<file path="src/rtl/codec_regfile_pkg.sv">
package codec_regfile_pkg;

    localparam int unsigned BUS_W  = 32;
    localparam int unsigned DIR_N  = 16;
    localparam int unsigned IND_N  = 32;
    localparam int unsigned IND_W  = 8;
    localparam int unsigned IDX_W  = $clog2(IND_N);
    localparam int unsigned DSEL_W = $clog2(DIR_N);
    localparam int unsigned ADDR_W = DSEL_W + 2;

    // direct register roles
    localparam logic [DSEL_W-1:0] DIR_INDEX  = DSEL_W'(0);
    localparam logic [DSEL_W-1:0] DIR_PORT   = DSEL_W'(1);
    localparam logic [DSEL_W-1:0] DIR_STATUS = DSEL_W'(2);
    localparam logic [DSEL_W-1:0] DIR_CTRL   = DSEL_W'(4);

    // bank entry roles
    localparam logic [IDX_W-1:0] IND_WONLY = IDX_W'(3);
    localparam logic [IDX_W-1:0] IND_RO_A  = IDX_W'(11);
    localparam logic [IDX_W-1:0] IND_VER   = IDX_W'(12);
    localparam logic [IDX_W-1:0] IND_CHIP  = IDX_W'(25);

    typedef logic [DIR_N-1:0][BUS_W-1:0] dir_arr_t;
    typedef logic [IND_N-1:0][IND_W-1:0] ind_arr_t;

    typedef struct packed {
        dir_arr_t          dir;
        ind_arr_t          ind;
        logic [BUS_W-1:0]  rdat;
    } regs_t;

endpackage

</file>
<file path="src/rtl/codec_ind_wpolicy.sv">
// Decides whether a data-port write lands and what value it stores.
module codec_ind_wpolicy
    import codec_regfile_pkg::*;
#(
    parameter logic [IND_W-1:0] CODEC_VER = 8'h8A,
    parameter logic [IND_W-1:0] KEEP_MASK = 8'h40
) (
    input  logic [IDX_W-1:0] idx,
    input  logic [IND_W-1:0] din,
    output logic             allow,
    output logic [IND_W-1:0] dout
);
    always_comb begin
        allow = 1'b1;
        dout  = din;
        if (idx == IND_RO_A || idx == IND_CHIP) begin
            allow = 1'b0;
        end else if (idx == IND_VER) begin
            dout = (din & KEEP_MASK) | CODEC_VER;
        end
    end
endmodule

</file>
<file path="src/rtl/codec_ind_rpolicy.sv">
// Shapes the data-port read value for the selected bank entry.
module codec_ind_rpolicy
    import codec_regfile_pkg::*;
(
    input  logic [IDX_W-1:0] idx,
    input  logic [IND_W-1:0] stored,
    output logic [BUS_W-1:0] dout
);
    always_comb begin
        if (idx == IND_WONLY) begin
            dout = '0;
        end else begin
            dout = {{(BUS_W-IND_W){1'b0}}, stored};
        end
    end
endmodule

</file>
<file path="src/rtl/codec_regfile.sv">
module codec_regfile
    import codec_regfile_pkg::*;
#(
    parameter logic [IND_W-1:0] CODEC_VER = 8'h8A,
    parameter logic [IND_W-1:0] CHIP_VER  = 8'hA0,
    parameter int unsigned      CTRL_BITS = 7
) (
    input  logic              clk,
    input  logic              rst_n,
    input  logic [ADDR_W-1:0] addr,
    input  logic              wr_en,
    input  logic [BUS_W-1:0]  wr_data,
    input  logic              rd_en,
    output logic [BUS_W-1:0]  rd_data,
    output logic              irq
);
    localparam logic [BUS_W-1:0] CTRL_MASK = BUS_W'((64'd1 << CTRL_BITS) - 64'd1);

    regs_t             st_d, st_q;
    ind_arr_t          ind_rst;
    logic [DSEL_W-1:0] dsel;
    logic [IDX_W-1:0]  idx;
    logic              w_allow;
    logic [IND_W-1:0]  w_val;
    logic [BUS_W-1:0]  port_rd;
    logic              unused_byte_lane;

    assign dsel             = addr[ADDR_W-1:2];
    assign unused_byte_lane = ^addr[1:0];
    assign idx              = st_q.dir[DIR_INDEX][IDX_W-1:0];

    // reset image of the bank
    for (genvar i = 0; i < IND_N; i++) begin : g_ind_rst
        if (i == int'(IND_VER)) begin : g_ver
            assign ind_rst[i] = CODEC_VER;
        end else if (i == int'(IND_CHIP)) begin : g_chip
            assign ind_rst[i] = CHIP_VER;
        end else begin : g_zero
            assign ind_rst[i] = '0;
        end
    end

    codec_ind_wpolicy #(.CODEC_VER(CODEC_VER)) u_wpol (
        .idx   (idx),
        .din   (wr_data[IND_W-1:0]),
        .allow (w_allow),
        .dout  (w_val)
    );

    codec_ind_rpolicy u_rpol (
        .idx    (idx),
        .stored (st_q.ind[idx]),
        .dout   (port_rd)
    );

    always_comb begin
        st_d = st_q;
        if (rd_en) begin
            st_d.rdat = (dsel == DIR_PORT) ? port_rd : st_q.dir[dsel];
        end
        if (wr_en) begin
            if (dsel == DIR_PORT) begin
                if (w_allow) begin
                    st_d.ind[idx] = w_val;
                end
            end else if (dsel == DIR_CTRL) begin
                if (wr_data[0]) begin
                    st_d.dir = '0;
                    st_d.ind = ind_rst;
                end
                st_d.dir[DIR_CTRL] = wr_data & CTRL_MASK;
            end else if (dsel != DIR_STATUS) begin
                st_d.dir[dsel] = wr_data;
            end
        end
    end

    always_ff @(posedge clk or negedge rst_n) begin
        if (!rst_n) begin
            st_q.dir  <= '0;
            st_q.ind  <= ind_rst;
            st_q.rdat <= '0;
        end else begin
            st_q <= st_d;
        end
    end

    assign rd_data = st_q.rdat;
    assign irq     = 1'b0;
endmodule

</file>
<file path="config.mk">
export PLATFORM = sky130hd
export DESIGN_NAME = codec_regfile
export DESIGN_NICKNAME = d
export VERILOG_FILES = /design/src/rtl/codec_regfile_pkg.sv /design/src/rtl/codec_ind_wpolicy.sv /design/src/rtl/codec_ind_rpolicy.sv /design/src/rtl/codec_regfile.sv
export SDC_FILE = /design/constraint.sdc
export NUM_CORES = 1
export LEC_CHECK = 0
export ABC_AREA = 0
export BUFFER_PORTS_ARGS = -buffer_cell sky130_fd_sc_hd__buf_2
export CAP_MARGIN = 25
export CORE_MARGIN = 2
export CORE_UTILIZATION = 60
export CTS_BUF_LIST = sky130_fd_sc_hd__clkbuf_16
export CTS_CLUSTER_DIAMETER = 200
export DETAILED_ROUTE_END_ITERATION = 10
export GPL_ROUTABILITY_DRIVEN = 0
export PLACE_DENSITY = 0.88
export SLEW_MARGIN = 20
export SYNTH_ARGS = -nofsm -noshare
export SYNTH_HDL_FRONTEND = slang
export SYNTH_HIERARCHICAL = 1
export SYNTH_SLANG_ARGS = --single-unit
export TNS_END_PERCENT = 1
</file>
<file path="constraint.sdc">
create_clock -name clk -period 2.6 [get_ports clk]
set_input_delay 0.39 -clock clk [delete_from_list [all_inputs] [get_ports clk]]
set_output_delay 0.39 -clock clk [all_outputs]
set_load 0.02 [all_outputs]
</file>
; ---- After elaboration in Yosys (flattened, before gate mapping)
; Index checks and enable logic that the tools add are counted.
[word_totals]
in_bits = 42
latch_bits = 0
n_memories = 0
register_bits = 800
romBits = 0
output_inout_bits = 33
ramBits = 0
[op_classes]
n_lt_le_gt_ge = 4
n_reduce_logical = 9
n_mux = 20
n_shift = 0
addsub = 0
n_eq_ne = 9
n_mul = 0
bitwise = 1
n_div = 0
[op_table]
columns = operator, n
row1 = $mux 512, 2
row2 = $mux 256, 3
row3 = $mux 768, 1
row4 = $bwmux 512, 1
row5 = $bwmux 256, 1
row6 = $bmux 32 s4, 1
row7 = $demux 32 s4, 1
row8 = $mux 32, 3
row9 = $bmux 8 s5, 1
row10 = $demux 8 s5, 1
row11 = $mux 8, 5
row12 = $eq 5x4->1 const B, 2
row13 = $reduce_and 4->1, 2
row14 = $lt 5x6->1 const B, 1
row15 = $reduce_bool 2->1, 3
row16 = $eq 5x2->1 const B, 1
row17 = $eq 5x5->1 const B, 1
row18 = $ge 5x1->1 const B, 1
row19 = $lt 4x5->1 const B, 1
row20 = $eq 4x1->1 const B, 1
row21 = $eq 4x3->1 const B, 1
row22 = $ge 4x1->1 const B, 1
row23 = $ne 2x2->1 const B, 2
row24 = $ne 4x2->1 const B, 1
row25 = other kinds (4), 5

; ---- Longest topological paths before layout
; Gate-level depths: netlist of run 1.
[logic_depth]
word_depth = 7
mapped_depth = 10
mapped_depth_nobuf = 7

; ---- Modules after synthesis
; Netlist of run 1, hierarchy kept.
[modules_own_cells]
columns = module, area_each_um2, n_inst, seq_area_each_um2, cells_per_inst
row1 = codec_regfile, 35089.9, 1, 19224.7, 2826
row2 = codec_ind_rpolicy, 267.8, 1, 0.0, 34
row3 = codec_ind_wpolicy, 101.3, 1, 0.0, 13

; ---- Worst setup path after synthesis of run 1
; OpenSTA, ideal clock, no wires.
[synth_path]
kind = register to register
start = reg st_q (netlist bit idx[1])
end = reg st_q (netlist bit rd_data[1])
path_slack_ps = 320
required_ps = 2470
path_stages_with_launch = 10
setup_time_ps = 130
arrival_ps = 2150
n_path_buf = 3
period_less_slack_ps = 2280
path_cell_list = dfrtp_1 clkbuf_1 buf_2 buf_1 mux4_2 a22oi_1 nand4_1 a21boi_0 o21ai_0 o21ai_0
[synth_via]
elab_chain_len = 4
elab_cells_between_ends = 7
classes_between = eq/ne: 1 / mux: 6
[synth_rtl]
columns = element, line_no
row1 = from (decl), codec_regfile.sv:19  ; regs_t st_d, st_q;
row2 = from (signal assigned), codec_regfile.sv:84  ; st_q <= st_d;
row3 = $bmux 8 s5, codec_regfile.sv:52  ; .stored (st_q.ind[idx]),
row4 = $mux 8 (not written as such), codec_regfile.sv:52
row5 = $mux 8 *, codec_ind_rpolicy.sv:10  ; if (idx == IND_WONLY) begin
row6 = net port_rd[1], codec_regfile.sv:25  ; logic [BUS_W-1:0] port_rd;
row7 = $mux 32 *, codec_regfile.sv:59  ; st_d.rdat = (dsel == DIR_PORT) ? port_rd : st_q.dir[dsel];
; The timed path passes the listed nets; every way through them passes the cells marked *. The select of a mux whose other input is x is not followed.
; A chain may end at the register's enable or synchronous reset.

; ---- Worst setup path after layout of run 1
[layout_path]
start = reg st_q (netlist bit idx[1])
end = reg st_q (netlist bit rd_data[5])
; Same word-level chain as after synthesis.

==> flow_summary.ini, run 1 <==
[run_status]
run_status = finished, violations left
violations_in_the_final_reports = negative setup slack

[setup_path]
setup.worst_path.start_class = flip-flop
r2r-end = rd_data[5]
ff2ff_path_depth = 11
reg_to_reg_startpoint = idx[1]
cp_data_arrival_time_ns = 3.25
setup.worst_path.end_class = flip-flop
worst-endpoint-required_ns = 3.11
worstPathMaxFanout = 11
rrSetupSlack_ns = -0.14
worstSetupPathType = reg2reg

[route]
routedWlPerCell_um = 28.6
drt_pre_antenna_iters = 8
detailed_route_vias_per_instance = 7.38
remaining_drc_errors = 0
antenna_violating_nets_post_route = 0
initial_drt_markers = 3800
routed_wirelength_um = 106000
total_vias_in_the_final_route = 27400

[timing]
fin_crit_sh = 1.05
fin_skew_ns = 0.0320
hold_viol = 0
setup_total_negative_slack_ns = -0.225
max_freq_ghz = 0.365
timing.final.crit_period_ns = 2.74
grt_setup_unrepaired = yes
finalSetupViolCount = 2
drv_slew = 0
worst_slack_ns = -0.141
timing_worst_slew_pin_value_ns = 0.742
worst_slew_margin_rel = 0.505

[die]
number_of_cell_rows = 89
die_x_um = 247
floorplan.initialDensity = 0.604
design.die.area_um2 = 61100
floorplan.io_pins = 75
die_height_um = 247
coreArea_um2 = 58700

[layout]
syn_to_final_growth_pct = 10.9
final_layout_size_suffix_gt1_frac = 0.183
finish.cell_count_without_fillers = 3714
n_fill_cell = 3674
postLayoutCoreUtil = 0.670
finish.net_count = 2926
antenna-diode-count = 0

[yosys]
synth-async-reset-ratio = 1.00
synth-seq-area-share = 0.542
flip_flop_cell_with_the_highest_count_after_synthesis = dfrtp_1
synth.most_common_cell = dfrtp_1
yosys_register_bits = 768
netlist_area_um2 = 35500
yosys-top-cells-count = 763 x dfrtp_1, 286 x a22o_1, 284 x nand2_1
synth_largest_area_cell = dfrtp_1
main_area_contributors_after_synthesis = dfrtp_1 54%, a22o_1 7.1%, o2bb2ai_1 6.9%
fraction_of_post_synthesis_cell_area_in_the_top_cell_type_by_area = 0.538
number_of_instances_in_the_synthesized_netlist = 2873
ys.warnings.count = 6
synth-edff-count = 0
post_synth_num_cell_types = 63
syn-mean-instance-area_um2 = 12.3

[placed_design]
placement.setup.worst_slack_ns = 0.00992
place.detailed.instances = 3576
dpl.hpwl_um = 64800
port_buffers = 71

[clock_network]
cts-root-buf = clkbuf_16
tritoncts = yes
cts.reportedPaths.clkPinSlew_ns = 0.06
max-clock-path-buffers = 3
tritoncts.num_buffers = 77
h-tree-depth = 3
worstSkewPairLatency_ns = 0.65
cts_num_sinks = 768

[global_routing]
pin_count_of_the_biggest_net_entering_global_routing = 101
number_of_antenna_violations_at_the_first_check_in_global_routing = 2
grt_pass1_vias = 28700
grt_first_pass_wirelength_um = 166000
groute.usage.overall = 0.354
grt_total_ovfl = 0

[pwr]
p_per_area_nw_per_um2 = 721
total_switching_power_uw = 7470
fraction_of_power_consumed_by_sequential_logic = 0.490
pwr-share-clk = 0.381
p_int_uw = 20900
power.static_leakage_uw = 0.0174
power.ir.vdd_worst_v = 0.00118
power.switching_fraction = 0.263
power.combinational.fraction = 0.129

[min_path]
timing.hold.worst.start = wr_data[13]
worstHoldEndpoint = st_q[493]
hold_path_depth = 3
hold_class = in2reg

[run]
cap_violations = 0
-- logic make-up (layout without fill, tap and decap cells) --
group,Yosys count,count (layout),share of synthesized area
compound gates,878,878,0.197
flops,768,768,0.542
simple gates,595,595,0.0936
buf+inv,346,391,0.0491
mux,283,283,0.118
other cells,2,25,0.000212
xor+xnor,1,1,0.000247
-- state kept, by name (all words and copies together), names as in the netlist --
| register | cells |
|---|---|
| idx | 5 |
| rd_data | 32 |
| st_q | 731 |
-- power by group through the flow --
stage	registers, µW	clock network [µW]	logic (µW)
after detailed placement	14000	0	3540
after global routing	13900	11400	3920
after floorplan	13700	0	2560
final	13900	10800	3660
after global placement	13900	0	3370
after CTS	13800	10800	3610
-- worst max-delay path by stage --
stage / from / to / cells after the start
5_1_grt: idx[0] / rd_data[5] / 9
4_1_cts: idx[0] / rd_data[5] / 8
6_report: idx[1] / rd_data[5] / 11
3_3_place_gp: idx[0] / rd_data[5] / 8
3_5_place_dp: idx[0] / rd_data[7] / 8
2_1_floorplan: idx[1] / rd_data[1] / 9
-- through the flow --
stage	power, µW	hold slack (ns)	cell area, µm²
after global routing	29200	0.130	39300
after global placement	17300	0.356	36900
after floorplan	16300	0.0944	35500
after detailed placement	17600	0.358	36900
after CTS	28300	0.107	39300
final	28400	0.127	39300
-- per-layer routing --
layer,vias up,GRT usage,share of wire
met5,-,0,0.00012
met4,2,0.214,0.060
met3,575,0.114,0.13
met2,2182,0.535,0.46
met1,13900,0.446,0.36
li1,10800,-,-
-- cells in the final DEF, fill, tap and decap left out, drive strengths merged, types with 5 or more instances in the layout --
cell type / count
o2bb2ai: 281
a21o: 5
nor3: 12
a21oi: 10
buf: 244
conb: 25
mux4: 106
nor2: 21
bufinv: 5
a22oi: 45
or4b: 5
nor2b: 42
inv: 32
o22ai: 27
nand4: 7
clkbuf: 80
and2: 38
clkinv: 26
nand2: 284
dfstp: 5
a211oi: 6
nand3: 106
o21ai: 139
a32oi: 32
a22o: 286
or3b: 7
dfrtp: 763
nand2b: 38
a2bb2oi: 27
mux2: 6
a21boi: 13
nor4: 5
mux2i: 171
-- worst max-delay path, cell delays in order (launching register included) --
cell and delay [ns]:
dfrtp_4 0.53, buf_12 0.18, buf_4 0.14, mux2i_1 0.25, o22ai_1 0.13, nor4_1 0.51, buf_4 0.21, nand3_1 0.09
a21boi_0 0.17, o21ai_0 0.18, buf_4 0.15, o21ai_0 0.06
-- timing repair --
action                                  in CTS  in global routing
pin swaps                                    1                  1
gates resized for setup                      1                  8
hold endpoints to repair                    28                  0
setup buffers                                0                  1
endpoints found under the setup margin       6                220
hold buffers                                 1                  0
-- area by class of cell --
| cell class | instances | area [µm²] | area share |
|---|---|---|---|
| Clock buffer | 80 | 2000 | 0.0509 |
| Clock inverter | 56 | 397 | 0.0101 |
| Inverter | 10 | 37.5 | 0.000954 |
| Multi-Input combinational cell | 1782 | 14700 | 0.373 |
| Sequential cell | 768 | 19200 | 0.489 |
| Tap cell | 773 | 967 | 0.0246 |
| Timing Repair Buffer | 245 | 2020 | 0.0513 |
(Power assumes the default switching activity.)
==> inputs of run 2 (changes only) <==
clock period = 3.2 ns   (was 2.6 ns; I/O delays follow)
==> flow_summary.ini, run 2 (synthesized netlist as in run 1, its figures left out) <==
[placed_design]
placedInstanceArea_um2 = 36500
dpl.hpwl_um = 63000
port_buffers = 71

[die]
coreArea_um2 = 58700
design.die.area_um2 = 61100
die_x_um = 247
floorplan.io_pins = 75
floorplan.initialDensity = 0.604
number_of_cell_rows = 89
die_height_um = 247

[layout]
final_layout_size_suffix_gt1_frac = 0.166
largest_reg_flops = 731
n_fill_cell = 3796
commonest_cells_after_routing_fill_and_taps_aside = 761 x dfrtp_1, 286 x a22o_1, 284 x nand2_1
largest_register = st_q
fin_area_um2 = 38800
area_of_combinational_cells_with_multiple_inputs_um2 = 14700
finish.net_count = 2880
regArea_um2 = 19200
syn_to_final_growth_pct = 9.41
layout_commonest_cell = dfrtp_1

[clock_network]
tritoncts.num_buffers = 76
cts_num_sinks = 768
tritoncts = yes
cts_resized = 0
h-tree-depth = 3
max-clock-path-buffers = 3
cts-root-buf = clkbuf_16
worstSkewPairLatency_ns = 0.63
cts.reportedPaths.clkPinSlew_ns = 0.06

[route]
antenna_violating_nets_post_route = 0
initial_drt_markers = 4194
remaining_drc_errors = 0
routed_wirelength_um = 104000
detailed_route_vias_per_instance = 7.38
drt_pre_antenna_iters = 9
total_vias_in_the_final_route = 27100
routedWlPerCell_um = 28.4

[run_status]
run_status = finished, final reports clean

[setup_path]
worst-endpoint-required_ns = 3.69
setup.worst_path.end_class = flip-flop
worstSetupPathType = reg2reg
reg_to_reg_startpoint = idx[1]
setup.worst_path.start_class = flip-flop
cpMostUsedCell = o21ai_0
timing.critical_path.buf_inv = 1
r2r-end = rd_data[0]
worstPathMaxFanout = 32
slowest_stage = dfrtp_4
rrSetupSlack_ns = 0.16
ff2ff_path_depth = 8
crit_path_cell_trace = buf_12, mux2i_1, o22ai_1, nor4_1, nand3_1, a21boi_0, o21ai_0, o21ai_0
cp_data_arrival_time_ns = 3.53
critPathTopFamily = compound AO/OA/AOI/OAI gates
max_stage_delay_ns = 0.80

[timing]
timing.final.crit_period_ns = 3.04
setup_total_negative_slack_ns = 0
hold_viol = 0
fin_skew_ns = 0.0216
worst_slew_margin_rel = 0.286
max_freq_ghz = 0.329
drv_slew = 0
fin_crit_sh = 0.950
finalSetupViolCount = 0
timing_worst_slew_pin_value_ns = 1.07
grt_setup_unrepaired = no

[global_routing]
grt_total_ovfl = 0
number_of_antenna_violations_at_the_first_check_in_global_routing = 4
grt_first_pass_wirelength_um = 163000
pin_count_of_the_biggest_net_entering_global_routing = 99
grt_pass1_vias = 28300
groute.usage.overall = 0.347

[run]
cap_violations = 0

[pwr]
total_power_uw = 22600
p_per_area_nw_per_um2 = 583
power.ir.vdd_worst_v = 0.000621
power.static_leakage_uw = 0.0171

[min_path]
worstHoldEndpoint = idx[0]
timing.hold.worst.start = wr_data[0]
hold_path_depth = 3
hold_class = in2reg
run 2: worst max-delay path by stage:
stage                       from    endpoint  slack [ns]  depth (start not counted)
final                     idx[1]  rd_data[0]        0.16                          8
after global routing      idx[1]  rd_data[0]        0.07                          8
after CTS                 idx[0]  rd_data[0]        0.34                          7
after detailed placement  idx[0]  rd_data[0]        0.37                          7
after floorplan           idx[1]  rd_data[1]        0.92                          9
after global placement    idx[1]  rd_data[0]        0.37                          8
run 2: metrics by stage:
step | instances | util | setup slack, ns | hold WS (ns)
6_report | 3670 | 0.661 | 0.160 | 0.218
5_1_grt | 3668 | 0.661 | 0.0670 | 0.223
2_1_floorplan | 2896 | - | 0.920 | 0.184
4_1_cts | 3667 | 0.661 | 0.345 | 0.195
3_5_place_dp | 3531 | 0.622 | 0.367 | 0.450
3_3_place_gp | 3531 | 0.622 | 0.373 | 0.444
run 2: area by class of cell:
| class | count | share of cell area |
|---|---|---|
| Antenna cell | 2 | 0.000129 |
| Clock buffer | 79 | 0.0510 |
| Clock inverter | 56 | 0.00803 |
| Inverter | 10 | 0.000967 |
| Multi-Input combinational cell | 1782 | 0.378 |
| Sequential cell | 768 | 0.496 |
| Tap cell | 773 | 0.0249 |
| Timing Repair Buffer | 200 | 0.0411 |
run 2: timing repair:
item / in CTS / in global routing
hold buffers: 1 / 0
endpoints found under the hold margin: 57 / 0
setup endpoints to repair: 0 / 0
setup buffers: 0 / 0
run 2: metal layers:
metal	vias to the layer above	GRT usage	part of all wire
li1	10700	-	-
met2	2200	0.528	0.46
met1	13600	0.453	0.36
met5	-	0.00327	0.00044
met3	542	0.0978	0.12
met4	6	0.189	0.057
run 2: where the power goes:
part           switching, µW  total [µW]  internal, µW
logic                   1560        2920          1360
clock network           3740        8420          4680
registers                639       11300         10700
total                   5940       22600         16700
run 2: worst min-delay path: stages:
cell     delay, ns
buf_2         0.17
nand2_1       0.07
o21ai_0       0.06
